## config.mk

```make
export PLATFORM = sky130hd
export DESIGN_NAME = twi_status_unit
export DESIGN_NICKNAME = d
export VERILOG_FILES = /design/src/rtl/twi_stat_pkg.sv /design/src/rtl/twi_evt_qual.sv /design/src/rtl/twi_flag_reg.sv /design/src/rtl/twi_shift_reg.sv /design/src/rtl/twi_status_unit.sv
export SDC_FILE = /design/constraint.sdc
export NUM_CORES = 1
export LEC_CHECK = 0
export BUFFER_PORTS_ARGS = -buffer_cell sky130_fd_sc_hd__buf_2
export CAP_MARGIN = 20
export CORE_UTILIZATION = 37
export DETAILED_ROUTE_END_ITERATION = 16
export MAX_ROUTING_LAYER = met4
export PLACE_DENSITY = 0.71
export SYNTH_ARGS = -nofsm -noshare
export SYNTH_HDL_FRONTEND = slang
export SYNTH_SLANG_ARGS = --single-unit
```

## constraint.sdc

```tcl
create_clock -name clk -period 0.83 [get_ports clk]
set_input_delay 0.083 -clock clk [delete_from_list [all_inputs] [get_ports clk]]
set_output_delay 0.083 -clock clk [all_outputs]
set_load 0.05 [all_outputs]
```

## src/rtl/twi_stat_pkg.sv

```systemverilog
package twi_stat_pkg;

  // Status byte, MSB to LSB; the order is the software-visible layout.
  typedef struct packed {
    logic gcall;
    logic stop_seen;
    logic intr;
    logic tx_mode;
    logic busy;
    logic arb_lost;
    logic nack;
    logic slave;
  } stat_t;

  // Event pulses after qualification by enables and selection state.
  typedef struct packed {
    logic own;
    logic gcall;
    logic byte_done;
    logic stop;
  } qual_evt_t;

  localparam int STAT_W = $bits(stat_t);

endpackage

```

## src/rtl/twi_evt_qual.sv

```systemverilog
module twi_evt_qual
  import twi_stat_pkg::*;
(
  input  logic      clk,
  input  logic      rst,
  input  logic      ev_start,
  input  logic      ev_own_addr,
  input  logic      ev_gcall_addr,
  input  logic      ev_byte_done,
  input  logic      ev_stop,
  input  logic      lvl_slave,
  input  logic      en_ack,
  input  logic      en_gcall,
  output qual_evt_t qev,
  output logic      selected
);

  logic sel_q;
  logic addr_hit;

  // Address matches only count while acknowledging is enabled.
  always_comb begin
    qev.own       = ev_own_addr & en_ack;
    qev.gcall     = ev_gcall_addr & en_ack & en_gcall;
    // Master traffic always counts; slave traffic only once addressed.
    qev.byte_done = ev_byte_done & (~lvl_slave | sel_q);
    qev.stop      = ev_stop & sel_q;
    addr_hit      = qev.own | qev.gcall;
  end

  // Selection: entered on an accepted address, left on stop or start.
  always_ff @(posedge clk) begin
    if (rst) begin
      sel_q <= 1'b0;
    end else if (addr_hit) begin
      sel_q <= 1'b1;
    end else if (ev_stop | ev_start) begin
      sel_q <= 1'b0;
    end
  end

  assign selected = sel_q;

endmodule

```

## src/rtl/twi_flag_reg.sv

```systemverilog
module twi_flag_reg
  import twi_stat_pkg::*;
(
  input  logic      clk,
  input  logic      rst,
  input  qual_evt_t qev,
  input  logic      ev_start,
  input  logic      ev_arb_lost,
  input  logic      ev_ack_sample,
  input  logic      ack_nack,
  input  logic      stat_rd,
  output logic      intr,
  output logic      gcall_flag,
  output logic      stop_flag,
  output logic      arb_flag,
  output logic      nack_flag,
  output logic      ack_pulse,
  output logic      stop_pulse
);

  logic intr_q, gc_q, stop_q, arb_q, nack_q, ackp_q, stopp_q;
  logic intr_set, ack_set;

  always_comb begin
    intr_set = qev.own | qev.gcall | qev.byte_done | qev.stop;
    ack_set  = qev.own | qev.byte_done;
  end

  always_ff @(posedge clk) begin
    if (rst) begin
      intr_q  <= 1'b0;
      gc_q    <= 1'b0;
      stop_q  <= 1'b0;
      arb_q   <= 1'b0;
      nack_q  <= 1'b0;
      ackp_q  <= 1'b0;
      stopp_q <= 1'b0;
    end else begin
      // A new event outranks the clear caused by a read.
      intr_q  <= intr_set | (intr_q & ~stat_rd);

      if (qev.gcall)                gc_q <= 1'b1;
      else if (qev.own || ev_start) gc_q <= 1'b0;

      if (qev.stop)        stop_q <= 1'b1;
      else if (ev_start)   stop_q <= 1'b0;

      if (ev_arb_lost)     arb_q <= 1'b1;
      else if (ev_start)   arb_q <= 1'b0;

      if (ev_ack_sample)   nack_q <= ack_nack;

      ackp_q  <= ack_set;
      stopp_q <= qev.stop;
    end
  end

  assign intr       = intr_q;
  assign gcall_flag = gc_q;
  assign stop_flag  = stop_q;
  assign arb_flag   = arb_q;
  assign nack_flag  = nack_q;
  assign ack_pulse  = ackp_q;
  assign stop_pulse = stopp_q;

endmodule

```

## src/rtl/twi_shift_reg.sv

```systemverilog
module twi_shift_reg #(
  parameter int SR_W = 8
) (
  input  logic            clk,
  input  logic            rst,
  input  logic            load,
  input  logic [SR_W-1:0] wdata,
  input  logic            shift,
  input  logic            sin,
  output logic            sout,
  output logic [SR_W-1:0] q
);

  localparam int MSB = SR_W - 1;

  logic [SR_W-1:0] sr_q;
  logic [SR_W-1:0] shifted;

  // Each position takes its lower neighbour; position 0 takes the serial input.
  for (genvar i = 0; i < SR_W; i++) begin : g_pos
    if (i == 0) begin : g_lsb
      assign shifted[i] = sin;
    end else begin : g_up
      assign shifted[i] = sr_q[i-1];
    end
  end

  always_ff @(posedge clk) begin
    if (rst) begin
      sr_q <= '0;
    end else if (load) begin
      sr_q <= wdata;
    end else if (shift) begin
      sr_q <= shifted;
    end
  end

  assign sout = sr_q[MSB];
  assign q    = sr_q;

endmodule

```

## src/rtl/twi_status_unit.sv

```systemverilog
module twi_status_unit
  import twi_stat_pkg::*;
#(
  parameter int SR_W = 8
) (
  input  logic            clk,
  input  logic            rst,
  input  logic            ev_start,
  input  logic            ev_own_addr,
  input  logic            ev_gcall_addr,
  input  logic            ev_byte_done,
  input  logic            ev_stop,
  input  logic            ev_arb_lost,
  input  logic            ev_ack_sample,
  input  logic            ack_nack,
  input  logic            lvl_busy,
  input  logic            lvl_tx,
  input  logic            lvl_slave,
  input  logic            en_ack,
  input  logic            en_gcall,
  input  logic            stat_rd,
  output logic [7:0]      stat_byte,
  output logic            irq,
  output logic            ack_irq,
  output logic            stop_irq,
  input  logic            dat_load,
  input  logic [SR_W-1:0] dat_wdata,
  input  logic            dat_shift,
  input  logic            bit_in,
  output logic            bit_out,
  output logic [SR_W-1:0] dat_rdata
);

  qual_evt_t qev;
  logic      selected;
  logic      intr, gc_f, stop_f, arb_f, nack_f;
  stat_t     st;

  twi_evt_qual u_qual (
    .clk           (clk),
    .rst           (rst),
    .ev_start      (ev_start),
    .ev_own_addr   (ev_own_addr),
    .ev_gcall_addr (ev_gcall_addr),
    .ev_byte_done  (ev_byte_done),
    .ev_stop       (ev_stop),
    .lvl_slave     (lvl_slave),
    .en_ack        (en_ack),
    .en_gcall      (en_gcall),
    .qev           (qev),
    .selected      (selected)
  );

  twi_flag_reg u_flags (
    .clk           (clk),
    .rst           (rst),
    .qev           (qev),
    .ev_start      (ev_start),
    .ev_arb_lost   (ev_arb_lost),
    .ev_ack_sample (ev_ack_sample),
    .ack_nack      (ack_nack),
    .stat_rd       (stat_rd),
    .intr          (intr),
    .gcall_flag    (gc_f),
    .stop_flag     (stop_f),
    .arb_flag      (arb_f),
    .nack_flag     (nack_f),
    .ack_pulse     (ack_irq),
    .stop_pulse    (stop_irq)
  );

  twi_shift_reg #(.SR_W(SR_W)) u_sr (
    .clk   (clk),
    .rst   (rst),
    .load  (dat_load),
    .wdata (dat_wdata),
    .shift (dat_shift),
    .sin   (bit_in),
    .sout  (bit_out),
    .q     (dat_rdata)
  );

  always_comb begin
    st.gcall     = gc_f;
    st.stop_seen = stop_f;
    st.intr      = intr;
    st.tx_mode   = lvl_tx;
    st.busy      = lvl_busy;
    st.arb_lost  = arb_f;
    st.nack      = nack_f;
    st.slave     = lvl_slave;
  end

  assign stat_byte = st;
  assign irq       = intr;

endmodule

```

==> results.json <==
{
  "p_per_area_nw_per_um2": 1640,
  "clock_latency_ns": 0.28,
  "finalCriticalPeriod_ns": 0.965,
  "maxCapViolCount": 0,
  "grt_pass1_wl_um": 2590,
  "die_h_um": 47.4,
  "die_w_um": 47.4,
  "coreArea_um2": 1940,
  "grt_pass1_vias": 659,
  "portBuffers": 42,
  "ys_seq_area_share_pct": 42.0,
  "synth-adder-area-share_pct": 0,
  "cp-start-kind": "register",
  "viasPerCell": 4.76,
  "rows": 16,
  "setup_tns_ns": -1.64,
  "required_ns": 0.75,
  "crit_fanout": 2,
  "synth_top_area_cell": "dfxtp_1",
  "syn_to_final_growth_pct": 57.8,
  "hold_slack_ns": 0.0289,
  "drtIter0Drc": 4,
  "rsz0062_at_grt": "true",
  "pre_cts_ws_ns": -0.163,
  "slew_headroom_pct": 80.4,
  "arrival_ns": 0.88,
  "overflow": 0,
  "ant_nets": 0,
  "end_kind": "output pin",
  "total_leakage_power_uw": 0.000581,
  "dr_wl_met2_um": 943,
  "ir_worst_vdd_mv": 0.872,
  "setup_violations": 25,
  "worst_pin_slew_ns": 0.294,
  "syn_avg_cell_area_um2": 10.2,
  "root_buffer": "clkbuf_4",
  "cts_tree": "done",
  "dp_hpwl_um": 1160,
  "drt_first_pass_iters": 3,
  "slowest_delay_ns": 0.34,
  "die_area_um2": 2240,
  "synth_fp_nets": 102,
  "fmax_ghz": 1.04,
  "remaining_drc_errors": 0,
  "fin_nets": 140,
  "syn-cell-area_um2": 762,
  "muxShareOfSynthArea_pct": 27.6,
  "start_util_pct": 39.2,
  "synthCells": 75,
  "crit_chain": "buf_6 -> buf_8",
  "hold_violations": 0,
  "antennaDiodeCount": 0,
  "synth_top_family_by_area": "multiplexers",
  "synth-simple-area-share_pct": 11.3,
  "n_fill_cell": 164,
  "dr.max_layer_used": "met4",
  "status": "finished with violations",
  "ys_types": 17,
  "antenna_found_initial": 0,
  "criticalPathCategory": "reg2out",
  "synth_top_area_share_pct": 42.0,
  "routed-via-count": 662,
  "synth_area_leaders": "dfxtp_1 (42%), mux2_4 (16%), mux2i_1 (12%)",
  "wirelength_um": 1740,
  "reg2reg_slack_ns": -0.10,
  "fin_skew_ns": 0.00562,
  "ios": 47,
  "period_share_pct": 116,
  "dr_wl_met3_um": 114,
  "clk_pin_slew_ns": 0.10,
  "violations": "setup timing",
  "routabilityCongestion": 0.670,
  "setup_ws_ns": -0.135,
  "yosys_warnings": 0,
  "synth_compound_area_share_pct": 6.08,
  "ys_ff_latch": 16,
  "wl_per_cell_um": 12.5,
  "holdCritPathClass": "in2reg",
  "cts_made_buffers": 3,
  "synth_xor_area_share_pct": 0,
  "drive_gt1_share_pct": 67.9,
  "cts_max_path_buffers": 2,
  "final_max_slew_viol_count": 0,
  "cts_num_sinks": 16,
  "drt-met1-wl_um": 653,
  "track_usage_pct": 17.7,
  "cts_htree_levels": 1,
  "grt_max_degree": 17,
  "crit_path_top_delay_cell": "dfxtp_2"
}
Yosys cell counts:
cell / n
mux2_4: 8
a21boi_0: 1
nand2_1: 3
a41oi_1: 1
buf_4: 10
nand3_1: 2
inv_1: 1
a21o_1: 1
mux2i_1: 9
buf_6: 1
a22oi_1: 1
nor2_1: 14
nand2b_1: 2
dfxtp_1: 16
a21oi_1: 3
clkbuf_1: 1
buf_2: 1
cell families (layout without fill, tap and decap cells):
group	Yosys count	count (layout)
simple gates	21	21
buf+inv	14	51
mux	17	17
flops	16	16
compound gates	7	7
power by group:
part           leakage (uW)  internal, uW  switching (uW)
sequential         0.000140           812            47.5
combinational      0.000420           281             312
clock             0.0000210           267             250
total              0.000581          1360             609
cell type report:
| type | instances | area [um^2] | area share, % |
|---|---|---|---|
| inverter | 1 | 3.75 | 0.312 |
| multi-input combinational | 45 | 359 | 29.9 |
| timing repair buffer | 46 | 409 | 34.0 |
| clock buffer | 4 | 36.3 | 3.02 |
| sequential | 16 | 360 | 30.0 |
| tap | 27 | 33.8 | 2.81 |
critical path, delay by kind of cell, from the launching register on:
kind	cells	cell delay, ns
DFF	1	0.34
buffers and inverters	2	0.26
stage by stage:
step	std cells	instance area, um^2	util, %	total power (uW)
after floorplan	75	791	-	1250
after global placement	133	955	49.2	1320
after detailed placement	133	955	49.2	1330
after CTS	139	1190	61.3	1990
after global routing	139	1200	61.9	2080
final	139	1200	61.9	1970
what timing repair did:
item / in CTS / in global routing
setup buffers: 1 / 0
setup endpoints to repair: 26 / 27
endpoints found under the hold margin: 1 / 0
hold buffers: 1 / 0
resized for setup: 58 / 3
pin swaps: 2 / 1
flip-flops by register name, indices dropped and copies added (netlist names):
register / flops
u_qual.selected: 1
u_flags.ack_pulse: 1
u_flags.gcall_flag: 1
u_flags.stop_flag: 1
u_sr.q: 8
u_flags.nack_flag: 1
u_flags.arb_flag: 1
u_flags.intr: 1
u_flags.stop_pulse: 1
layout by cell type (no fill, tap or decap):
cell            n
buf_2          25
buf_8          15
nor2_1         14
mux2i_1         9
mux2_4          8
dfxtp_2         8
dfxtp_4         8
nand2_1         3
a21oi_1         3
clkbuf_4        3
buf_6           3
nand3_1         2
buf_4           2
inv_1           1
nand2b_4        1
a21boi_2        1
nand2b_1        1
a41oi_1         1
a21o_1          1
a22oi_2         1
clkbuf_8        1
dlygate4sd3_1   1
per-layer routing:
metal  track usage [%]  vias up
li1                  -      316
met2              32.9       35
met4              11.4        0
met3              3.85        4
met1              15.7      307
met5                 -        -
final timing paths:
check / startpoint / to / cells after the start
setup / recovery: u_sr.q[7] / bit_out / 2
hold / removal: dat_wdata[7] / u_sr.q[7] / 3
setup reg to reg: u_sr.q[3] / u_sr.q[3] / 3
hold reg to reg: u_flags.stop_flag / u_flags.stop_flag / 2
Note: power is estimated with default switching activity, not from simulation.
